===== src/rtl/isa_dec_pkg.sv =====
package isa_dec_pkg;

   localparam int OP_W    = 6;
   localparam int FUNCT_W = 6;

   localparam logic [OP_W-1:0] OPC_RTYPE = 6'd0;
   localparam logic [OP_W-1:0] OPC_J     = 6'd2;
   localparam logic [OP_W-1:0] OPC_JAL   = 6'd3;
   localparam logic [OP_W-1:0] OPC_BEQ   = 6'd4;
   localparam logic [OP_W-1:0] OPC_BNE   = 6'd5;
   localparam logic [OP_W-1:0] OPC_ADDI  = 6'd8;
   localparam logic [OP_W-1:0] OPC_SLTI  = 6'd10;
   localparam logic [OP_W-1:0] OPC_ORI   = 6'd13;
   localparam logic [OP_W-1:0] OPC_LUI   = 6'd15;
   localparam logic [OP_W-1:0] OPC_LB    = 6'd32;
   localparam logic [OP_W-1:0] OPC_LW    = 6'd35;
   localparam logic [OP_W-1:0] OPC_SB    = 6'd40;
   localparam logic [OP_W-1:0] OPC_SW    = 6'd43;

   localparam logic [FUNCT_W-1:0] FN_JR  = 6'd8;
   localparam logic [FUNCT_W-1:0] FN_ADD = 6'd32;
   localparam logic [FUNCT_W-1:0] FN_SUB = 6'd34;
   localparam logic [FUNCT_W-1:0] FN_SLT = 6'd42;

   typedef enum logic [2:0] {
      ALU_ADD   = 3'd0,
      ALU_SUB   = 3'd1,
      ALU_SLT   = 3'd2,
      ALU_OR    = 3'd3,
      ALU_PASSB = 3'd4
   } alu_op_e;

   typedef enum logic [1:0] {
      EXT_SIGN  = 2'd0,
      EXT_ZERO  = 2'd1,
      EXT_UPPER = 2'd2
   } ext_e;

   typedef enum logic [1:0] {
      DST_NONE = 2'd0,
      DST_RD   = 2'd1,
      DST_RT   = 2'd2,
      DST_LINK = 2'd3
   } dst_e;

   typedef struct packed {
      alu_op_e alu;
      ext_e    ext;
      dst_e    dst;
      logic    mem_rd;
      logic    mem_wr;
      logic    mem_byte;
      logic    branch;
      logic    br_ne;
      logic    jump;
      logic    link;
      logic    jreg;
      logic    illegal;
   } ctrl_t;

endpackage


===== src/rtl/isa_dec_fields.sv =====
module isa_dec_fields
   import isa_dec_pkg::*;
#(
   parameter int INSTR_W = 32,
   parameter int RADDR_W = 5,
   parameter int IMM_W   = 16
) (
   input  logic [INSTR_W-1:0] instr,
   output logic [OP_W-1:0]    op,
   output logic [FUNCT_W-1:0] funct,
   output logic [RADDR_W-1:0] rs,
   output logic [RADDR_W-1:0] rt,
   output logic [RADDR_W-1:0] rd,
   output logic [IMM_W-1:0]   imm
);
   localparam int RS_LSB = INSTR_W - OP_W - RADDR_W;
   localparam int RT_LSB = RS_LSB - RADDR_W;
   localparam int RD_LSB = RT_LSB - RADDR_W;

   if (RD_LSB < FUNCT_W) begin : g_bad_rd
      $error("register fields overlap the function code");
   end
   if (IMM_W > RT_LSB) begin : g_bad_imm
      $error("immediate overlaps the rt field");
   end

   assign op    = instr[INSTR_W-1 -: OP_W];
   assign rs    = instr[RS_LSB +: RADDR_W];
   assign rt    = instr[RT_LSB +: RADDR_W];
   assign rd    = instr[RD_LSB +: RADDR_W];
   assign funct = instr[FUNCT_W-1:0];
   assign imm   = instr[IMM_W-1:0];
endmodule


===== src/rtl/isa_dec_ctrl.sv =====
module isa_dec_ctrl
   import isa_dec_pkg::*;
(
   input  logic [OP_W-1:0]    op,
   input  logic [FUNCT_W-1:0] funct,
   output ctrl_t              ctrl
);
   always_comb begin
      ctrl = '0;
      unique case (op)
         OPC_RTYPE: begin
            unique case (funct)
               FN_ADD: begin ctrl.alu = ALU_ADD; ctrl.dst = DST_RD; end
               FN_SUB: begin ctrl.alu = ALU_SUB; ctrl.dst = DST_RD; end
               FN_SLT: begin ctrl.alu = ALU_SLT; ctrl.dst = DST_RD; end
               FN_JR:  ctrl.jreg = 1'b1;
               default: ctrl.illegal = 1'b1;
            endcase
         end
         OPC_J:    ctrl.jump = 1'b1;
         OPC_JAL: begin
            ctrl.jump = 1'b1;
            ctrl.link = 1'b1;
            ctrl.dst  = DST_LINK;
         end
         OPC_BEQ: begin ctrl.branch = 1'b1; ctrl.alu = ALU_SUB; end
         OPC_BNE: begin
            ctrl.branch = 1'b1;
            ctrl.br_ne  = 1'b1;
            ctrl.alu    = ALU_SUB;
         end
         OPC_ADDI: ctrl.dst = DST_RT;
         OPC_SLTI: begin ctrl.alu = ALU_SLT; ctrl.dst = DST_RT; end
         OPC_ORI: begin
            ctrl.alu = ALU_OR;
            ctrl.ext = EXT_ZERO;
            ctrl.dst = DST_RT;
         end
         OPC_LUI: begin
            ctrl.alu = ALU_PASSB;
            ctrl.ext = EXT_UPPER;
            ctrl.dst = DST_RT;
         end
         OPC_LW: begin ctrl.mem_rd = 1'b1; ctrl.dst = DST_RT; end
         OPC_LB: begin
            ctrl.mem_rd   = 1'b1;
            ctrl.mem_byte = 1'b1;
            ctrl.dst      = DST_RT;
         end
         OPC_SW: ctrl.mem_wr = 1'b1;
         OPC_SB: begin ctrl.mem_wr = 1'b1; ctrl.mem_byte = 1'b1; end
         default: ctrl.illegal = 1'b1;
      endcase
   end
endmodule


===== src/rtl/isa_dec_imm.sv =====
module isa_dec_imm
   import isa_dec_pkg::*;
#(
   parameter int XLEN  = 32,
   parameter int IMM_W = 16
) (
   input  logic [IMM_W-1:0] imm,
   input  ext_e             ext,
   output logic [XLEN-1:0]  value
);
   localparam int PAD_W = XLEN - IMM_W;

   if (PAD_W < 1) begin : g_bad_width
      $error("data width must exceed the immediate width");
   end

   always_comb begin
      unique case (ext)
         EXT_ZERO:  value = {{PAD_W{1'b0}}, imm};
         EXT_UPPER: value = {imm, {PAD_W{1'b0}}};
         default:   value = {{PAD_W{imm[IMM_W-1]}}, imm};
      endcase
   end
endmodule


===== src/rtl/isa_dec_dst.sv =====
module isa_dec_dst
   import isa_dec_pkg::*;
#(
   parameter int RADDR_W    = 5,
   parameter int LINK_IDX   = 31,
   parameter bit ZERO_GUARD = 1'b1
) (
   input  dst_e               dst,
   input  logic [RADDR_W-1:0] rt,
   input  logic [RADDR_W-1:0] rd,
   output logic [RADDR_W-1:0] idx,
   output logic               we
);
   localparam logic [RADDR_W-1:0] LINK = RADDR_W'(LINK_IDX);

   if (LINK_IDX >= (1 << RADDR_W) || LINK_IDX < 1) begin : g_bad_link
      $error("link register index out of range");
   end

   logic want;

   always_comb begin
      unique case (dst)
         DST_RD:   idx = rd;
         DST_RT:   idx = rt;
         DST_LINK: idx = LINK;
         default:  idx = '0;
      endcase
   end

   assign want = (dst != DST_NONE);

   if (ZERO_GUARD) begin : g_guard
      assign we = want && (idx != '0);
   end else begin : g_plain
      assign we = want;
   end
endmodule


===== src/rtl/isa_decoder.sv =====
module isa_decoder
   import isa_dec_pkg::*;
#(
   parameter int XLEN       = 32,
   parameter int RADDR_W    = 5,
   parameter int IMM_W      = 16,
   parameter int LINK_IDX   = 31,
   parameter bit ZERO_GUARD = 1'b1
) (
   input  logic [XLEN-1:0]    instr_i,
   output logic [RADDR_W-1:0] rs_o,
   output logic [RADDR_W-1:0] rt_o,
   output logic [RADDR_W-1:0] rd_o,
   output logic [XLEN-1:0]    imm_o,
   output logic [2:0]         alu_op_o,
   output logic               mem_rd_o,
   output logic               mem_wr_o,
   output logic               mem_byte_o,
   output logic               reg_we_o,
   output logic [RADDR_W-1:0] reg_dst_o,
   output logic               branch_o,
   output logic               branch_ne_o,
   output logic               jump_o,
   output logic               link_o,
   output logic               jump_reg_o,
   output logic               illegal_o
);
   logic [OP_W-1:0]    op;
   logic [FUNCT_W-1:0] funct;
   logic [IMM_W-1:0]   imm_raw;
   ctrl_t              ctrl;

   isa_dec_fields #(
      .INSTR_W(XLEN), .RADDR_W(RADDR_W), .IMM_W(IMM_W)
   ) u_fields (
      .instr(instr_i), .op(op), .funct(funct),
      .rs(rs_o), .rt(rt_o), .rd(rd_o), .imm(imm_raw)
   );

   isa_dec_ctrl u_ctrl (
      .op(op), .funct(funct), .ctrl(ctrl)
   );

   isa_dec_imm #(
      .XLEN(XLEN), .IMM_W(IMM_W)
   ) u_imm (
      .imm(imm_raw), .ext(ctrl.ext), .value(imm_o)
   );

   isa_dec_dst #(
      .RADDR_W(RADDR_W), .LINK_IDX(LINK_IDX), .ZERO_GUARD(ZERO_GUARD)
   ) u_dst (
      .dst(ctrl.dst), .rt(rt_o), .rd(rd_o), .idx(reg_dst_o), .we(reg_we_o)
   );

   assign alu_op_o    = ctrl.alu;
   assign mem_rd_o    = ctrl.mem_rd;
   assign mem_wr_o    = ctrl.mem_wr;
   assign mem_byte_o  = ctrl.mem_byte;
   assign branch_o    = ctrl.branch;
   assign branch_ne_o = ctrl.br_ne;
   assign jump_o      = ctrl.jump;
   assign link_o      = ctrl.link;
   assign jump_reg_o  = ctrl.jreg;
   assign illegal_o   = ctrl.illegal;
endmodule


===== config.mk =====
export PLATFORM = sky130hd
export DESIGN_NAME = isa_decoder
export DESIGN_NICKNAME = d
export VERILOG_FILES = /design/src/rtl/isa_dec_pkg.sv /design/src/rtl/isa_dec_fields.sv /design/src/rtl/isa_dec_ctrl.sv /design/src/rtl/isa_dec_imm.sv /design/src/rtl/isa_dec_dst.sv /design/src/rtl/isa_decoder.sv
export SDC_FILE = /design/constraint.sdc
export NUM_CORES = 1
export LEC_CHECK = 0
export ABC_AREA = 1
export ABC_CLOCK_PERIOD_IN_PS = 3000
export BUFFER_PORTS_ARGS = -buffer_cell sky130_fd_sc_hd__buf_2
export CORE_MARGIN = 3
export CORE_UTILIZATION = 31
export DETAILED_ROUTE_END_ITERATION = 10
export PLACE_DENSITY = 0.7
export SETUP_SLACK_MARGIN = 0.3
export SKIP_LAST_GASP = 1
export SLEW_MARGIN = 20
export SYNTH_ARGS = -nofsm -noshare
export SYNTH_HDL_FRONTEND = slang
export SYNTH_HIERARCHICAL = 1
export SYNTH_SLANG_ARGS = --single-unit

===== constraint.sdc =====
create_clock -name vclk -period 3
set_clock_uncertainty 0.05 [all_clocks]
set_input_delay 0.6 -clock vclk [all_inputs]
set_output_delay 0.6 -clock vclk [all_outputs]
set_load 0.005 [all_outputs]

# [Word-level counts from Yosys, hierarchy flattened]
# Index checks and enable logic that the tools add are counted.
[op_classes] n_eq_ne=21 muxes=18 reduce_logical=13
[ops] cell="one-hot mux 32 bit (2 select lines)" n=1
[ops] cell="equality test 6 bit, second input constant" n=7
[ops] cell="equality test 6 x 4 -> 1 bit, second input constant" n=5
[ops] cell="one-hot mux 3 bit (5 select lines)" n=1
[ops] cell="one-hot mux 5 bit (3 select lines)" n=1
[ops] cell="equality test 6 x 2 -> 1 bit, second input constant" n=2
[ops] cell="equality test 6 x 3 -> 1 bit, second input constant" n=2
[ops] cell="OR reduction 12 bit" n=1
[ops] cell="two-way mux 1 bit" n=11
[ops] cell="OR reduction 2 bit" n=5
[ops] cell="one-hot mux 2 bit (2 select lines)" n=2
[ops] cell="equality test 2 bit, second input constant" n=3
[ops] cell="zero test 6 bit" n=1
[ops] cell="one-hot mux 2 bit (3 select lines)" n=1
[ops] cell="OR reduction 6 bit" n=1
[ops] cell="nonzero test 5 bit" n=1
[ops] cell="equality test 2 x 1 -> 1 bit, second input constant" n=2
[ops] cell="OR reduction 4 bit" n=1
[ops] cell="OR reduction 3 bit" n=1
[ops] cell="one-hot mux 1 bit (2 select lines)" n=1
[ops] cell="nonzero test 2 bit" n=1
[ops] cell="logical AND 1 bit" n=1
[word_totals] reg_bits=0 input_bits=32 output_inout_bits=65 word_cells=52

# [Depth between registers and ports, before layout]
# Gate-level depths: netlist (run 1).
[depth] ltp_word=8 mapped_depth=13 depth_no_buf=12

# [Modules after synthesis]
# Netlist (run 1), hierarchy kept.
[modules_own_cells] mod="isa_dec_imm" instances=1 cells_each=76 area_per_inst_um2=364.1 seq_area_each_um2=0.0
[modules_own_cells] mod="isa_dec_fields" instances=1 cells_each=43 area_per_inst_um2=322.8 seq_area_each_um2=0.0
[modules_own_cells] mod="isa_dec_ctrl" instances=1 cells_each=66 area_per_inst_um2=306.5 seq_area_each_um2=0.0
[modules_own_cells] mod="isa_dec_dst" instances=1 cells_each=32 area_per_inst_um2=132.6 seq_area_each_um2=0.0

# [Worst setup path after synthesis (run 1)]
# OpenSTA, ideal clock, no wires.
[synth_path] path_type="input port to output port" start="in instr_i[30]" end="out imm_o[16]" arrival_time_ps=1871 required_ps=2350 path_slack_ps=479 cell_stages=10 n_path_buf=2 cell_sequence="buf_4 nor2_4 nand4_1 inv_1 inv_1 ha_1 inv_2 buf_6 nand3_1 nand2_1"
[synth_rtl] element="from (decl)" line="isa_decoder.sv:10" rtl="input logic [XLEN-1:0] instr_i,"
[synth_rtl] element="to (decl)" line="isa_decoder.sv:14" rtl="output logic [XLEN-1:0] imm_o,"

==> summary.md, run 1 <==
| Metric | Value |
|---|---|
| Status | `finished, final reports clean` |
| CORE AREA | `3420 sq um` |
| Post-synthesis sequential area ratio | `0%` |
| Buffers on Ports | `87` |
| Power per cell area | `103 nW/um^2` |
| YS warnings | `6` |
| Fin crit period | `2.68 ns` |
| Max-slew violations | `0` |
| Sw frac | `55.5%` |
| Fin cells | `307` |
| Post-Place Worst Slack | `0.192 ns` |
| Chip height | `66.3 um` |
| Die ar. | `4390 sq um` |
| Area of the multi-input gates | `662 sq um` |
| Max-cap viol count | `0` |
| Crit path cell chain | `buf_2, nor2_4, buf_6, nand4_1, inv_2, inv_1, ha_4, nor2_4, buf_12, nor2_1, buf_2` |
| Relative slew slack | `84.8%` |
| CP max FO | `16` |
| Comb pwr share | `100.0%` |
| Startpoint Class | `primary input` |
| Slowest stage cell, crit path | `ha_4` |
| Worst Setup SP | `instr_i[31]` |
| Seq cells | `0` |
| GRT Residual Overflow | `0` |
| ANT cells | `0` |
| Vias/cell | `4.14` |
| IO Pins | `97` |
| Final Cycle Share | `89.2%` |
| Final WS setup | `0.324 ns` |
| Crit Path Class | `primary input to output port` |
| Maximum vdd drop | `0.0411 mV` |
| GRT Util Overall | `12.4%` |
| Largest net degree at the start of global routing | `17` |
| Chip width | `66.3 um` |
| Final hold vios | `0` |
| Post-Syn Instances | `217` |
| Arrival time worst endpoint | `2.03 ns` |
| P&R area growth vs syn | `23.1%` |
| Fillers | `394` |
| First-pass GRT wire length | `4.62 mm` |
| Row Count | `21` |
| Synth cell types | `20` |
| DR iter-0 viols | `59` |
| Crit-path max cell delay | `0.31 ns` |
| TNS Setup | `0 ns` |
| Area of placed instances | `1240 sq um` |
| First drt pass iteration count | `4` |
| Hold/Removal Path Class | `primary input to output port` |
| Reg power frac | `0%` |
| Internal power | `63.5 uW` |
| Routed WL | `3.15 mm` |
| Design area | `1390 sq um` |
| NetSw | `79.2 uW` |
| DRC viols | `0` |
| Avg Inst Size Synth | `5.19 sq um` |
| Post-synth net total | `251` |
| Reg area | `0 sq um` |
| Final setup viols | `0` |
| Critical Path End Type | `output port` |
| WP data required | `2.35 ns` |
| DP HPWL | `2.46 mm` |
| Cells after DPL | `301` |
| DRT antenna net count | `0` |
| Leakage power | `0.931 nW` |
| Initial Utilization | `33.0%` |
| Vias in the first global route | `1110` |
| Fraction of layout cells with a size suffix above 1 | `47.1%` |
| Least-Margin Pin Slew | `0.228 ns` |
| Total number of vias | `1272` |
| Per-cell routed wire length | `10.3 um` |
| Crit path capture | `imm_o[5]` |
| Clock Buffer Count | `0` |
| Initial antenna violation count | `0` |
| Final Power | `143 uW` |
| Cell Area, Synth | `1130 sq um` |
| GPL Wtd Cong | `0.847` |
| Unrepaired setup endpoints after global routing | `true` |
| Clock share of power | `0%` |
| Post-layout net count | `297` |
| Fmax | `374 MHz` |
[worst max-delay path, delay by kind of cell]
kind	cells	cell delay, ns
simple gates	4	0.44
buf+inv	6	0.67
fa+ha+maj	1	0.31
[routing by layer]
metal	GRT usage, %	up-vias	part of all wire (%)
li1	-	699	-
met1	16.5	519	43
met2	23.0	54	48
met3	0.850	0	8.4
met4	0	0	0
met5	0	-	0
[layout by cell type, fill, tap and decap left out]
cell	n
nor2_2	7
nand2_2	3
nor2_4	4
o21ai_2	1
nor3_1	4
buf_12	1
o21ai_4	2
nand3_2	4
a21oi_2	1
inv_4	2
nand4_1	3
ha_1	1
ha_4	1
nand2_4	1
nand3_1	23
nand2_1	42
buf_4	4
buf_6	1
or2_0	1
buf_2	87
inv_2	4
nor2_1	26
inv_1	38
[repair_timing]
item	CTS	global route
hold buffers	0	0
buffers inserted	1	4
pin swaps	1	9
endpoints found under the setup margin	33	37
resized for setup	6	20
cloned	0	1
[worst min path at each step]
stage	from	endpoint	depth (start not counted)	slack [ns]
6_report	instr_i[21]	rs_o[0]	0	1.15
5_1_grt	instr_i[24]	rs_o[3]	0	1.15
4_1_cts	instr_i[22]	rs_o[1]	0	1.15
3_5_place_dp	instr_i[22]	rs_o[1]	0	1.15
3_3_place_gp	instr_i[22]	rs_o[1]	0	1.15
2_1_floorplan	instr_i[21]	rs_o[0]	1	1.23
[cells by family after synthesis]
kind of cell	Yosys count	synth area share [%]
and+or+nand+nor	118	47.0
adders and majority gates	2	2.22
buffers and inverters	94	49.1
AOI/OAI and AO/OA	3	1.67
[stage by stage]
stage	utilization, %	hold slack (ns)
2_1_floorplan	-	1.23
5_1_grt	40.6	1.15
3_3_place_gp	36.3	1.15
6_report	40.6	1.15
3_5_place_dp	36.3	1.15
4_1_cts	37.7	1.15
[cells in the mapped netlist, drive strengths merged]
master	number	share of area [%]
clkinv	1	0.33
nor3	4	1.8
ha	2	2.2
clkbuf	1	0.44
nand4	3	1.7
or2	1	0.56
nor2	37	15
inv	43	14
o21ai	2	1.2
a21oi	1	0.44
nand2	46	16
buf	49	34
nand3	27	13
[layout make-up]
type	instances	area share, %
Multi-Input combinational cell	124	47.7
Timing Repair Buffer	93	35.8
Inverter	44	12.3
Tap cell	46	4.15
[power groups by stage]
stage / combinational [mW] / clock (mW) / sequential [mW]
after floorplan: 0.109 / 0 / 0
after global placement: 0.132 / 0 / 0
after detailed placement: 0.131 / 0 / 0
after CTS: 0.135 / 0 / 0
after global routing: 0.163 / 0 / 0
final: 0.143 / 0 / 0
Power figures use the tool's default switching activity.
==> run 2: changes to the inputs <==
Settings changed: ABC_CLOCK_PERIOD_IN_PS 3000 to 2800, CORE_UTILIZATION 31 to 35, PLACE_DENSITY 0.7 to 0.77.
Clock period 3 ns to 2.8 ns, I/O delays scaled along.
==> run 2 against run 1 <==
Net effect:
- non-clock buffer count up 8
- first-iteration DRC count up 5.1%
- sequential share of layout area unchanged
- setup slack worse by 0.086 ns
- power up 13%
- largest power group unchanged
- global-route usage up 1.8 points
- sequential cell count unchanged
==> summary.md, run 2 (synthesis gave the netlist of run 1 again) <==
| Metric | Value |
|---|---|
| Reg area | `0 sq um (unchanged)` |
| Fin crit period | `2.56 ns` |
| Min-Delay Endpoint | `rs_o[0]` |
| Per-cell routed wire length | `10.3 um (+0.54%)` |
| Largest net degree at the start of global routing | `17 (unchanged)` |
| Vias in the first global route | `1206 (+8.6%)` |
| P&R area growth vs syn | `30.1%` |
| Power per cell area | `110 nW/um^2 (+6.8%)` |
| TNS Setup | `0 ns (unchanged)` |
| Row Count | `19 (-9.5%)` |
| DRC viols | `0 (unchanged)` |
| Max-slew violations | `0 (unchanged)` |
| DP HPWL | `2.43 mm (-1.4%)` |
| Sw frac | `54.3% (-1.3 points)` |
| Most frequent cells in the layout | `buf_2, nand2_1, inv_1` |
| Maximum vdd drop | `0.0526 mV (+28%)` |
| Startpoint Class | `primary input` |
| Fraction of layout cells with a size suffix above 1 | `49.3% (+2.1 points)` |
| Arrival time worst endpoint | `1.95 ns (-0.08 ns)` |
| Relative slew slack | `86.7% (+1.9 points)` |
| Post-Place Worst Slack | `0.0361 ns (-0.156 ns)` |
| Least-Margin Pin Slew | `0.199 ns (-0.0287 ns)` |
| Leakage power | `0.977 nW (+5.0%)` |
| Clock Buffer Count | `0 (unchanged)` |
| Total number of vias | `1347 (+5.9%)` |
| Unrepaired setup endpoints after global routing | `true` |
| DR iter-0 viols | `62 (+5.1%)` |
| Max-cap viol count | `0 (unchanged)` |
| GRT Util Overall | `14.2% (+1.8 points)` |
| Final WS setup | `0.238 ns (-0.0862 ns)` |
| Final Cycle Share | `91.5%` |
| Worst hold path stage count | `0 (unchanged)` |
| Initial antenna violation count | `0 (unchanged)` |
| DRT antenna net count | `0 (unchanged)` |
| Die ar. | `3930 sq um (-10%)` |
| Status | `finished, final reports clean` |
| WP data required | `2.19 ns (-0.16 ns)` |
| Routed WL | `3.20 mm (+1.5%)` |
| Chip width | `62.7 um (-5.4%)` |
| Buffers on Ports | `87 (unchanged)` |
| NetSw | `87.3 uW (+10%)` |
| Post-layout net count | `304 (+2.4%)` |
| Initial Utilization | `38.8% (+5.9 points)` |
| CP max FO | `12 (-4)` |
| Clock share of power | `0% (unchanged)` |
| Chip height | `62.7 um (-5.4%)` |
| GRT Residual Overflow | `0 (unchanged)` |
| CORE AREA | `2900 sq um (-15%)` |
| Final setup viols | `0 (unchanged)` |
| Final hold vios | `0 (unchanged)` |
| Fmax | `390 MHz` |
| Most common cell after layout, fill and taps aside | `buf_2` |
| Hold/Removal Path Class | `primary input to output port` |
| ANT cells | `0 (unchanged)` |
| IO Pins | `97 (unchanged)` |
| Internal power | `73.6 uW (+16%)` |
| Reg power frac | `0% (unchanged)` |
| Critical Path End Type | `output port` |
| Seq cells | `0 (unchanged)` |
| GPL Wtd Cong | `0.911 (+7.6%)` |
| Comb pwr share | `100.0% (about the same)` |
| Crit Path Class | `primary input to output port` |
| Hold path start | `instr_i[21]` |
| First-pass GRT wire length | `5.01 mm (+8.5%)` |
| First drt pass iteration count | `4 (unchanged)` |
| Vias/cell | `4.35 (+4.9%)` |
==> run 2: worst max-delay path by stage <==
stage | start | endpoint
after floorplan | instr_i[30] | imm_o[16]
after global placement | instr_i[26] | imm_o[6]
after detailed placement | instr_i[26] | imm_o[2]
final | instr_i[30] | imm_o[2]
after CTS | instr_i[31] | reg_we_o
after global routing | instr_i[30] | imm_o[14]
==> run 2: critical path: stages <==
cell and delay [ns]:
buf_6 0.10, nor2_4 0.19, nand4_1 0.17, inv_1 0.11, inv_1 0.07, ha_4 0.35, nor2_4 0.07, buf_12 0.14
nor2_1 0.08, buf_2 0.11
==> run 2: cell type report <==
class                           instances  area (sq um)
Fill cell                             343          1440
Multi-Input combinational cell        123           664
Timing Repair Buffer                  101           576
Inverter                               44           173
Tap cell                               42          52.6
==> run 2: what timing repair did <==
item | in CTS | in global routing
gates cloned | 0 | 1
setup buffers | 7 | 5
hold buffers | 0 | 0
resized for setup | 9 | 30
pin swaps | 4 | 9
setup endpoints to repair | 33 | 36
==> run 2: per-stage QoR <==
step / hold WS (ns) / instance area (sq um) / util (%) / instances / total power [mW]
detailed placement: 1.07 / 1230 / 42.5 / 297 / 0.141
global route: 1.07 / 1470 / 50.5 / 310 / 0.181
floorplan: 1.15 / 1130 / - / 217 / 0.117
CTS: 1.07 / 1340 / 46.0 / 304 / 0.148
global placement: 1.07 / 1230 / 42.5 / 297 / 0.139
finish: 1.07 / 1470 / 50.5 / 310 / 0.161
==> run 2: layer usage <==
layer  vias to the layer above  track usage (%)  share of wire, %
met2                        58             28.0                51
met5                         -                0                 0
li1                        708                -                 -
met3                         2             1.98               8.2
met1                       579             16.8                41
met4                         0            0.826              0.44
==> run 2: power groups by stage <==
| stage | clock network [mW] | registers (mW) | logic [mW] |
|---|---|---|---|
| detailed placement | 0 | 0 | 0.141 |
| global route | 0 | 0 | 0.181 |
| global placement | 0 | 0 | 0.139 |
| finish | 0 | 0 | 0.161 |
| CTS | 0 | 0 | 0.148 |
| floorplan | 0 | 0 | 0.117 |
